==> config.mk <==
export PLATFORM = sky130hd
export DESIGN_NAME = dma2_regbank
export DESIGN_NICKNAME = d
export VERILOG_FILES = /design/src/rtl/dma2_pkg.sv /design/src/rtl/dma2_addr_decode.sv /design/src/rtl/dma2_chan_regs.sv /design/src/rtl/dma2_read_port.sv /design/src/rtl/dma2_regbank.sv
export SDC_FILE = /design/constraint.sdc
export NUM_CORES = 1
export LEC_CHECK = 0
export BUFFER_PORTS_ARGS = -buffer_cell sky130_fd_sc_hd__buf_2
export CAP_MARGIN = 20
export CORE_ASPECT_RATIO = 1.2
export CORE_MARGIN = 5
export CORE_UTILIZATION = 40
export CTS_BUF_LIST = sky130_fd_sc_hd__clkbuf_16
export CTS_CLUSTER_SIZE = 20
export DETAILED_ROUTE_END_ITERATION = 16
export GPL_TIMING_DRIVEN = 0
export PLACE_DENSITY_LB_ADDON = 0.15
export SYNTH_ARGS = -nofsm -noshare
export SYNTH_HDL_FRONTEND = slang
export SYNTH_SLANG_ARGS = --single-unit
==> constraint.sdc <==
create_clock -name clk -period 2.55 [get_ports clk]
set_input_delay 0.3825 -clock clk [delete_from_list [all_inputs] [get_ports clk]]
set_output_delay 0.3825 -clock clk [all_outputs]
set_load 0.03 [all_outputs]
==> src/rtl/dma2_pkg.sv <==
package dma2_pkg;

   typedef enum logic [3:0] {
      RS_NONE,
      RS_BCNT,
      RS_SRC,
      RS_DST,
      RS_NEXT,
      RS_CTRL,
      RS_PRIO,
      RS_CUR,
      RS_MASK,
      RS_STAT
   } reg_sel_t;

   localparam logic [7:0] OFS_BCNT = 8'h00;
   localparam logic [7:0] OFS_SRC  = 8'h10;
   localparam logic [7:0] OFS_DST  = 8'h20;
   localparam logic [7:0] OFS_NEXT = 8'h30;
   localparam logic [7:0] OFS_CTRL = 8'h40;
   localparam logic [7:0] OFS_PRIO = 8'h60;
   localparam logic [7:0] OFS_CUR  = 8'h70;
   localparam logic [7:0] OFS_MASK = 8'h80;
   localparam logic [7:0] OFS_STAT = 8'hA0;

   localparam int CB_SRC_LO  = 2;
   localparam int CB_DST_LO  = 4;
   localparam int CB_BST_LO  = 6;
   localparam int CB_EN      = 12;
   localparam int CB_FETCH   = 13;
   localparam int CB_ACT     = 14;
   localparam int CB_PACK    = 16;
   localparam int CB_ABORT   = 20;
   localparam int CB_SMP_LO  = 22;

   localparam logic [31:0] CTRL_STORE_MASK = 32'h01D1_11FC;

endpackage

==> src/rtl/dma2_addr_decode.sv <==
module dma2_addr_decode
   import dma2_pkg::*;
#(
   parameter int AW  = 8,
   parameter int NCH = 2,
   localparam int CHB = (NCH > 1) ? $clog2(NCH) : 1
) (
   input  logic [AW-1:0]  addr,
   output reg_sel_t       sel,
   output logic [CHB-1:0] idx,
   output logic           hit
);

   localparam logic [AW-1:0] CH_FIELD = AW'(((1 << CHB) - 1) << 2);

   logic [AW-1:0] base;

   always_comb begin
      base = addr & ~CH_FIELD;
      idx  = addr[2 +: CHB];
      sel  = RS_NONE;
      if (addr[1:0] == 2'b00 && int'(idx) < NCH) begin
         case (base)
            AW'(OFS_BCNT): sel = RS_BCNT;
            AW'(OFS_SRC):  sel = RS_SRC;
            AW'(OFS_DST):  sel = RS_DST;
            AW'(OFS_NEXT): sel = RS_NEXT;
            AW'(OFS_CTRL): sel = RS_CTRL;
            AW'(OFS_PRIO): sel = RS_PRIO;
            AW'(OFS_CUR):  sel = RS_CUR;
            AW'(OFS_MASK): sel = RS_MASK;
            AW'(OFS_STAT): sel = RS_STAT;
            default:       sel = RS_NONE;
         endcase
      end
      hit = (sel != RS_NONE);
   end

endmodule

==> src/rtl/dma2_chan_regs.sv <==
module dma2_chan_regs
   import dma2_pkg::*;
#(
   parameter int DW     = 32,
   parameter int PRIO_W = 4
) (
   input  logic          clk,
   input  logic          rst_n,
   input  logic          wr,
   input  reg_sel_t      sel,
   input  logic [DW-1:0] wdata,
   input  logic          fetch_ack,
   input  logic          active,
   input  logic          done,
   input  logic [DW-1:0] cur_desc,
   output logic [DW-1:0] rd_word,
   output logic          enable,
   output logic          fetch_req,
   output logic          abort,
   output logic          pack,
   output logic [1:0]    src_mode,
   output logic [1:0]    dst_mode,
   output logic [2:0]    burst,
   output logic [2:0]    sample,
   output logic [DW-1:0] byte_cnt,
   output logic [DW-1:0] src_addr,
   output logic [DW-1:0] dst_addr,
   output logic [DW-1:0] next_desc,
   output logic [PRIO_W-1:0] prio,
   output logic          stat_bit,
   output logic          mask_bit,
   output logic          irq
);

   localparam logic [DW-1:0] STORE_MASK = DW'(CTRL_STORE_MASK);

   logic [DW-1:0]     bcnt_q, src_q, dst_q, next_q, ctrl_q;
   logic [PRIO_W-1:0] prio_q;
   logic              fetch_q, mask_q, stat_q;
   logic              clr_req;

   assign clr_req = wr && (sel == RS_STAT) && !wdata[0];

   always_ff @(posedge clk) begin
      if (!rst_n) begin
         bcnt_q  <= '0;
         src_q   <= '0;
         dst_q   <= '0;
         next_q  <= '0;
         ctrl_q  <= '0;
         prio_q  <= '0;
         fetch_q <= 1'b0;
         mask_q  <= 1'b0;
         stat_q  <= 1'b0;
      end else begin
         if (wr) begin
            case (sel)
               RS_BCNT: bcnt_q <= wdata;
               RS_SRC:  src_q  <= wdata;
               RS_DST:  dst_q  <= wdata;
               RS_NEXT: next_q <= wdata;
               RS_CTRL: ctrl_q <= wdata & STORE_MASK;
               RS_PRIO: prio_q <= wdata[PRIO_W-1:0];
               RS_MASK: mask_q <= wdata[0];
               default: ;
            endcase
         end
         // a new request written on the same edge as an ack wins
         fetch_q <= (fetch_q && !fetch_ack) ||
                    (wr && sel == RS_CTRL && wdata[CB_FETCH]);
         // completion outranks a simultaneous clear
         stat_q  <= done || (stat_q && !clr_req);
      end
   end

   always_comb begin
      rd_word = '0;
      case (sel)
         RS_BCNT: rd_word = bcnt_q;
         RS_SRC:  rd_word = src_q;
         RS_DST:  rd_word = dst_q;
         RS_NEXT: rd_word = next_q;
         RS_CTRL: begin
            rd_word = ctrl_q;
            rd_word[CB_FETCH] = fetch_q;
            rd_word[CB_ACT]   = active;
         end
         RS_PRIO: rd_word = DW'(prio_q);
         RS_CUR:  rd_word = cur_desc;
         RS_MASK: rd_word = DW'(mask_q);
         RS_STAT: rd_word = DW'(stat_q);
         default: rd_word = '0;
      endcase
   end

   assign enable    = ctrl_q[CB_EN];
   assign fetch_req = fetch_q;
   assign abort     = ctrl_q[CB_ABORT];
   assign pack      = ctrl_q[CB_PACK];
   assign src_mode  = ctrl_q[CB_SRC_LO +: 2];
   assign dst_mode  = ctrl_q[CB_DST_LO +: 2];
   assign burst     = ctrl_q[CB_BST_LO +: 3];
   assign sample    = ctrl_q[CB_SMP_LO +: 3];
   assign byte_cnt  = bcnt_q;
   assign src_addr  = src_q;
   assign dst_addr  = dst_q;
   assign next_desc = next_q;
   assign prio      = prio_q;
   assign stat_bit  = stat_q;
   assign mask_bit  = mask_q;
   assign irq       = stat_q && mask_q;

endmodule

==> src/rtl/dma2_read_port.sv <==
module dma2_read_port #(
   parameter int DW       = 32,
   parameter bit REG_READ = 1'b1
) (
   input  logic          clk,
   input  logic          rst_n,
   input  logic          rd,
   input  logic [DW-1:0] word,
   output logic [DW-1:0] rdata
);

   generate
      if (REG_READ) begin : g_reg
         logic [DW-1:0] rdata_q;
         always_ff @(posedge clk) begin
            if (!rst_n)  rdata_q <= '0;
            else if (rd) rdata_q <= word;
         end
         assign rdata = rdata_q;
      end else begin : g_comb
         assign rdata = rd ? word : '0;
      end
   endgenerate

endmodule

==> src/rtl/dma2_regbank.sv <==
module dma2_regbank
   import dma2_pkg::*;
#(
   parameter int AW       = 8,
   parameter int DW       = 32,
   parameter int NCH      = 2,
   parameter int PRIO_W   = 4,
   parameter bit REG_READ = 1'b1,
   localparam int CHB = (NCH > 1) ? $clog2(NCH) : 1
) (
   input  logic                  clk,
   input  logic                  rst_n,
   input  logic                  bus_wr,
   input  logic                  bus_rd,
   input  logic [AW-1:0]         bus_addr,
   input  logic [DW-1:0]         bus_wdata,
   output logic [DW-1:0]         bus_rdata,
   input  logic [NCH-1:0]        eng_fetch_ack,
   input  logic [NCH-1:0]        eng_active,
   input  logic [NCH-1:0]        eng_done,
   input  logic [NCH*DW-1:0]     eng_cur_desc,
   output logic [NCH-1:0]        ch_enable,
   output logic [NCH-1:0]        ch_fetch_req,
   output logic [NCH-1:0]        ch_abort,
   output logic [NCH-1:0]        ch_pack,
   output logic [NCH*2-1:0]      ch_src_mode,
   output logic [NCH*2-1:0]      ch_dst_mode,
   output logic [NCH*3-1:0]      ch_burst,
   output logic [NCH*3-1:0]      ch_sample,
   output logic [NCH*DW-1:0]     ch_byte_cnt,
   output logic [NCH*DW-1:0]     ch_src_addr,
   output logic [NCH*DW-1:0]     ch_dst_addr,
   output logic [NCH*DW-1:0]     ch_next_desc,
   output logic [NCH*PRIO_W-1:0] ch_prio,
   output logic [NCH-1:0]        irq,
   output logic                  irq_any
);

   initial begin
      if (NCH < 2 || NCH > 4)
         $fatal(1, "NCH must be 2..4 so channel copies fit the 16-byte type spacing");
      if (AW < 8)
         $fatal(1, "AW must cover the full register map");
      if (DW != 32)
         $fatal(1, "DW must be 32 to hold the control fields and word stride");
      if (PRIO_W < 1 || PRIO_W > DW)
         $fatal(1, "PRIO_W out of range");
   end

   reg_sel_t       dec_sel;
   logic [CHB-1:0] dec_idx;
   logic           dec_hit;
   logic [DW-1:0]  chan_word [NCH];
   logic [NCH-1:0] st_bit;
   logic [NCH-1:0] mk_bit;
   logic [DW-1:0]  rd_mux;

   dma2_addr_decode #(.AW(AW), .NCH(NCH)) u_dec (
      .addr (bus_addr),
      .sel  (dec_sel),
      .idx  (dec_idx),
      .hit  (dec_hit)
   );

   generate
      for (genvar c = 0; c < NCH; c++) begin : g_ch
         logic wr_c;
         assign wr_c = bus_wr && dec_hit && (dec_idx == CHB'(c));

         dma2_chan_regs #(.DW(DW), .PRIO_W(PRIO_W)) u_regs (
            .clk       (clk),
            .rst_n     (rst_n),
            .wr        (wr_c),
            .sel       (dec_sel),
            .wdata     (bus_wdata),
            .fetch_ack (eng_fetch_ack[c]),
            .active    (eng_active[c]),
            .done      (eng_done[c]),
            .cur_desc  (eng_cur_desc[c*DW +: DW]),
            .rd_word   (chan_word[c]),
            .enable    (ch_enable[c]),
            .fetch_req (ch_fetch_req[c]),
            .abort     (ch_abort[c]),
            .pack      (ch_pack[c]),
            .src_mode  (ch_src_mode[c*2 +: 2]),
            .dst_mode  (ch_dst_mode[c*2 +: 2]),
            .burst     (ch_burst[c*3 +: 3]),
            .sample    (ch_sample[c*3 +: 3]),
            .byte_cnt  (ch_byte_cnt[c*DW +: DW]),
            .src_addr  (ch_src_addr[c*DW +: DW]),
            .dst_addr  (ch_dst_addr[c*DW +: DW]),
            .next_desc (ch_next_desc[c*DW +: DW]),
            .prio      (ch_prio[c*PRIO_W +: PRIO_W]),
            .stat_bit  (st_bit[c]),
            .mask_bit  (mk_bit[c]),
            .irq       (irq[c])
         );
      end
   endgenerate

   always_comb begin
      rd_mux = '0;
      for (int c = 0; c < NCH; c++) begin
         if (dec_hit && dec_idx == CHB'(c)) rd_mux = chan_word[c];
      end
   end

   dma2_read_port #(.DW(DW), .REG_READ(REG_READ)) u_rdp (
      .clk   (clk),
      .rst_n (rst_n),
      .rd    (bus_rd),
      .word  (rd_mux),
      .rdata (bus_rdata)
   );

   assign irq_any = |irq;

endmodule

==> metrics.cfg <==
[die]
die_h_um=225
die_w_um=189
initial_utilization=0.406
core_um2=38000
row_count=78
io-pin-count=441
die_area_um2=42600

[logic_synthesis]
synth_edf_count=0
syn_area_um2=15400
ys_seq_area_frac=0.426
yosys_warnings=0
synth_nets=1747
ys_top_cells_by_area=dfxtp_1 43%, mux2i_1 12%, nand2_1 7.3%
ys_seq_elements=328
yosysTopAreaCell=dfxtp_1
synth_cells=1633
synthArstFlopShare=0
synthFlopType=dfxtp_1
synth_cell_types=46
synth_top_area_frac=0.426
synth_common_cells=328 x dfxtp_1, 299 x nand2_1, 181 x mux2i_1, 158 x nor2b_1, 103 x clkbuf_1
avgSynthCellArea_um2=9.44
synth.most_common_cell=dfxtp_1

[place]
port_buffers=409
gp_congestion=0.939
place_hpwl_um=54600
place_inst=2527

[detailed_routing]
wl_per_cell_um=28.2
first_iter_violations=1150
vias=14700
drcViolationCount=0
drt-pass1-iter-count=5
viasPerCell=5.67
wirelength_um=73400
ant_nets=0

[clock_tree]
cts_tree=done
h-tree-depth=2
cts_buffer_depth=3
numCtsBuffers=37
cts.sink_count=328
clkLatencyLatePin_ns=0.54
cts.reportedPaths.clkPinSlew_ns=0.06
cts_root_buffer=clkbuf_16

[sta]
worst_pin_slew_ns=1.10
fin_crit_sh=0.984
maxSlewHeadroom=0.266
slew_violations=0
fin_skew_ns=0.0192
fin_setup_tns_ns=0
hold_viol=0
grt_setup_unrepaired=true
fin_crit_ns=2.51
setup_violations=0
max_freq_mhz=399
hold_ws_ns=0.0944

[setup_path]
path_cells=clkbuf_1 > clkbuf_4 > clkbuf_2 > clkdlybuf4s18_2 > a22oi_1 > nor2_1 > o21ai_0 > a31oi_1
critical_path_class=in -> reg
slowest_delay_ns=0.55
endpoint_kind=flop
cp.required_ns=3.03
cp_slowest_cell=clkdlybuf4s18_2
cpLargestDelayFamily=buffers and inverters
cp_num_buf_inv=4
cp-start-kind=input port
crit_fanout=10
critical_path_arrival_ns=2.99

[power_and_ir_drop]
totalPowerFinal_mw=11.0
p_int_mw=8.23
p_sw_mw=2.80
vdd_ir_drop_max_mv=0.478
power_frac_comb=0.071
clkPwrFrac=0.462
switching_share=0.254
power_leakage_nw=8.90
powerDensity_nw_per_um2=569
seqPwrFrac=0.467

[layout]
final_cells=2602
nNetsFinal=2208
syn_to_final_growth_pct=25.7
drive_gt1_frac=0.289

[min_path]
hold_path_class=in -> reg

[grt]
antenna_found_initial=6
grt_usage=0.328
grt_max_degree=13
grt.overflow.total=0
grt_pass1_vias=14500
grt_pass1_wl_um=102000

[status]
status=finished, final reports clean

[job]
max_cap_viol_count=0

## worst paths after layout
| kind | startpoint | to | slack, ns | cells after the start |
|---|---|---|---|---|
| max | bus_addr[4] | u_rdp.rdata[22]$_SDFFE_PN0P_ | 0.04 | 8 |
| max reg2reg | g_ch[1].u_regs.next_desc[0]$_SDFFE_PN0P_ | u_rdp.rdata[0]$_SDFFE_PN0P_ | 0.80 | 4 |
| min reg2reg | g_ch[0].u_regs.byte_cnt[10]$_SDFFE_PN0P_ | g_ch[0].u_regs.byte_cnt[10]$_SDFFE_PN0P_ | 0.46 | 2 |
| min | eng_done[0] | g_ch[0].u_regs.stat_bit$_SDFF_PN0_ | 0.09 | 2 |
## timing repair
action / in CTS / in global routing
pin swaps: 2 / 1
setup endpoints to repair: 104 / 142
hold buffers: 0 / 0
gates resized for setup: 17 / 13
buffers inserted: 3 / 4
## area by class of cell
class / count / area [um^2]
Inverter: 7 / 26.3
Clock buffer: 39 / 976
Timing Repair Buffer: 422 / 2180
Tap cell: 480 / 601
Fill cell: 3655 / 18600
Multi-Input combinational cell: 1121 / 8070
Sequential cell: 328 / 6570
Buffer: 177 / 832
Clock inverter: 25 / 136
Antenna cell: 3 / 7.51
## state kept, by name, summed over array words and instances, names as in the netlist
name                   cells
g_ch.u_regs.byte_cnt      64
g_ch.u_regs.dst_addr      64
g_ch.u_regs.next_desc     64
g_ch.u_regs.src_addr      64
u_rdp.rdata               32
g_ch.u_regs.ctrl_q        26
g_ch.u_regs.prio           8
g_ch.u_regs.fetch_req      2
g_ch.u_regs.mask_bit       2
g_ch.u_regs.stat_bit       2
## metrics by stage
step / util / setup WS (ns) / cell area, um^2
2_1_floorplan: - / 0.267 / 15400
3_3_place_gp: 0.476 / -1.06 / 18100
3_5_place_dp: 0.478 / -1.14 / 18100
4_1_cts: 0.509 / 0.0107 / 19300
5_1_grt: 0.511 / -0.0780 / 19400
6_report: 0.511 / 0.0412 / 19400
## per-layer routing
metal	vias to the layer above	global-route usage	share of wire
met1	7176	0.398	0.38
met5	-	0	0.00057
met3	162	0.0803	0.090
met2	756	0.559	0.48
li1	6644	-	-
met4	6	0.135	0.044
## layout by cell type (no fill, tap or decap), types with 16 or more instances in the layout
| master | instances |
|---|---|
| a22oi_1 | 47 |
| clkbuf_16 | 39 |
| clkbuf_1 | 95 |
| a21boi_0 | 77 |
| mux4_2 | 43 |
| dfxtp_1 | 328 |
| nand3_1 | 31 |
| nor2_1 | 16 |
| buf_4 | 21 |
| nand2_1 | 299 |
| o21ai_0 | 29 |
| a21boi_1 | 62 |
| nor2b_1 | 157 |
| buf_2 | 453 |
| o2bb2ai_1 | 35 |
| inv_1 | 17 |
| mux2i_1 | 181 |
| a21oi_1 | 18 |
## power groups by stage
stage | Sequential [mW] | Combinational (mW) | Clock, mW
2_1_floorplan | 5.28 | 0.360 | 0
3_3_place_gp | 5.26 | 0.746 | 0
3_5_place_dp | 5.26 | 0.759 | 0
4_1_cts | 5.15 | 0.766 | 5.13
5_1_grt | 5.15 | 0.802 | 5.33
6_report | 5.15 | 0.787 | 5.10
## logic make-up after synthesis
group / Yosys count / synth area share
simple gates: 563 / 0.179
buf+inv: 184 / 0.0528
mux: 234 / 0.188
flops: 328 / 0.426
compound gates: 324 / 0.155
## worst register-to-register path: cells and delay by family, from the launching register on
family,cells,cell delay (ns)
muxes,1,0.52
AOI/OAI and AO/OA,1,0.46
and+or+nand+nor,2,0.33
DFF,1,0.32
No activity file was read; power rests on OpenSTA's default activity.
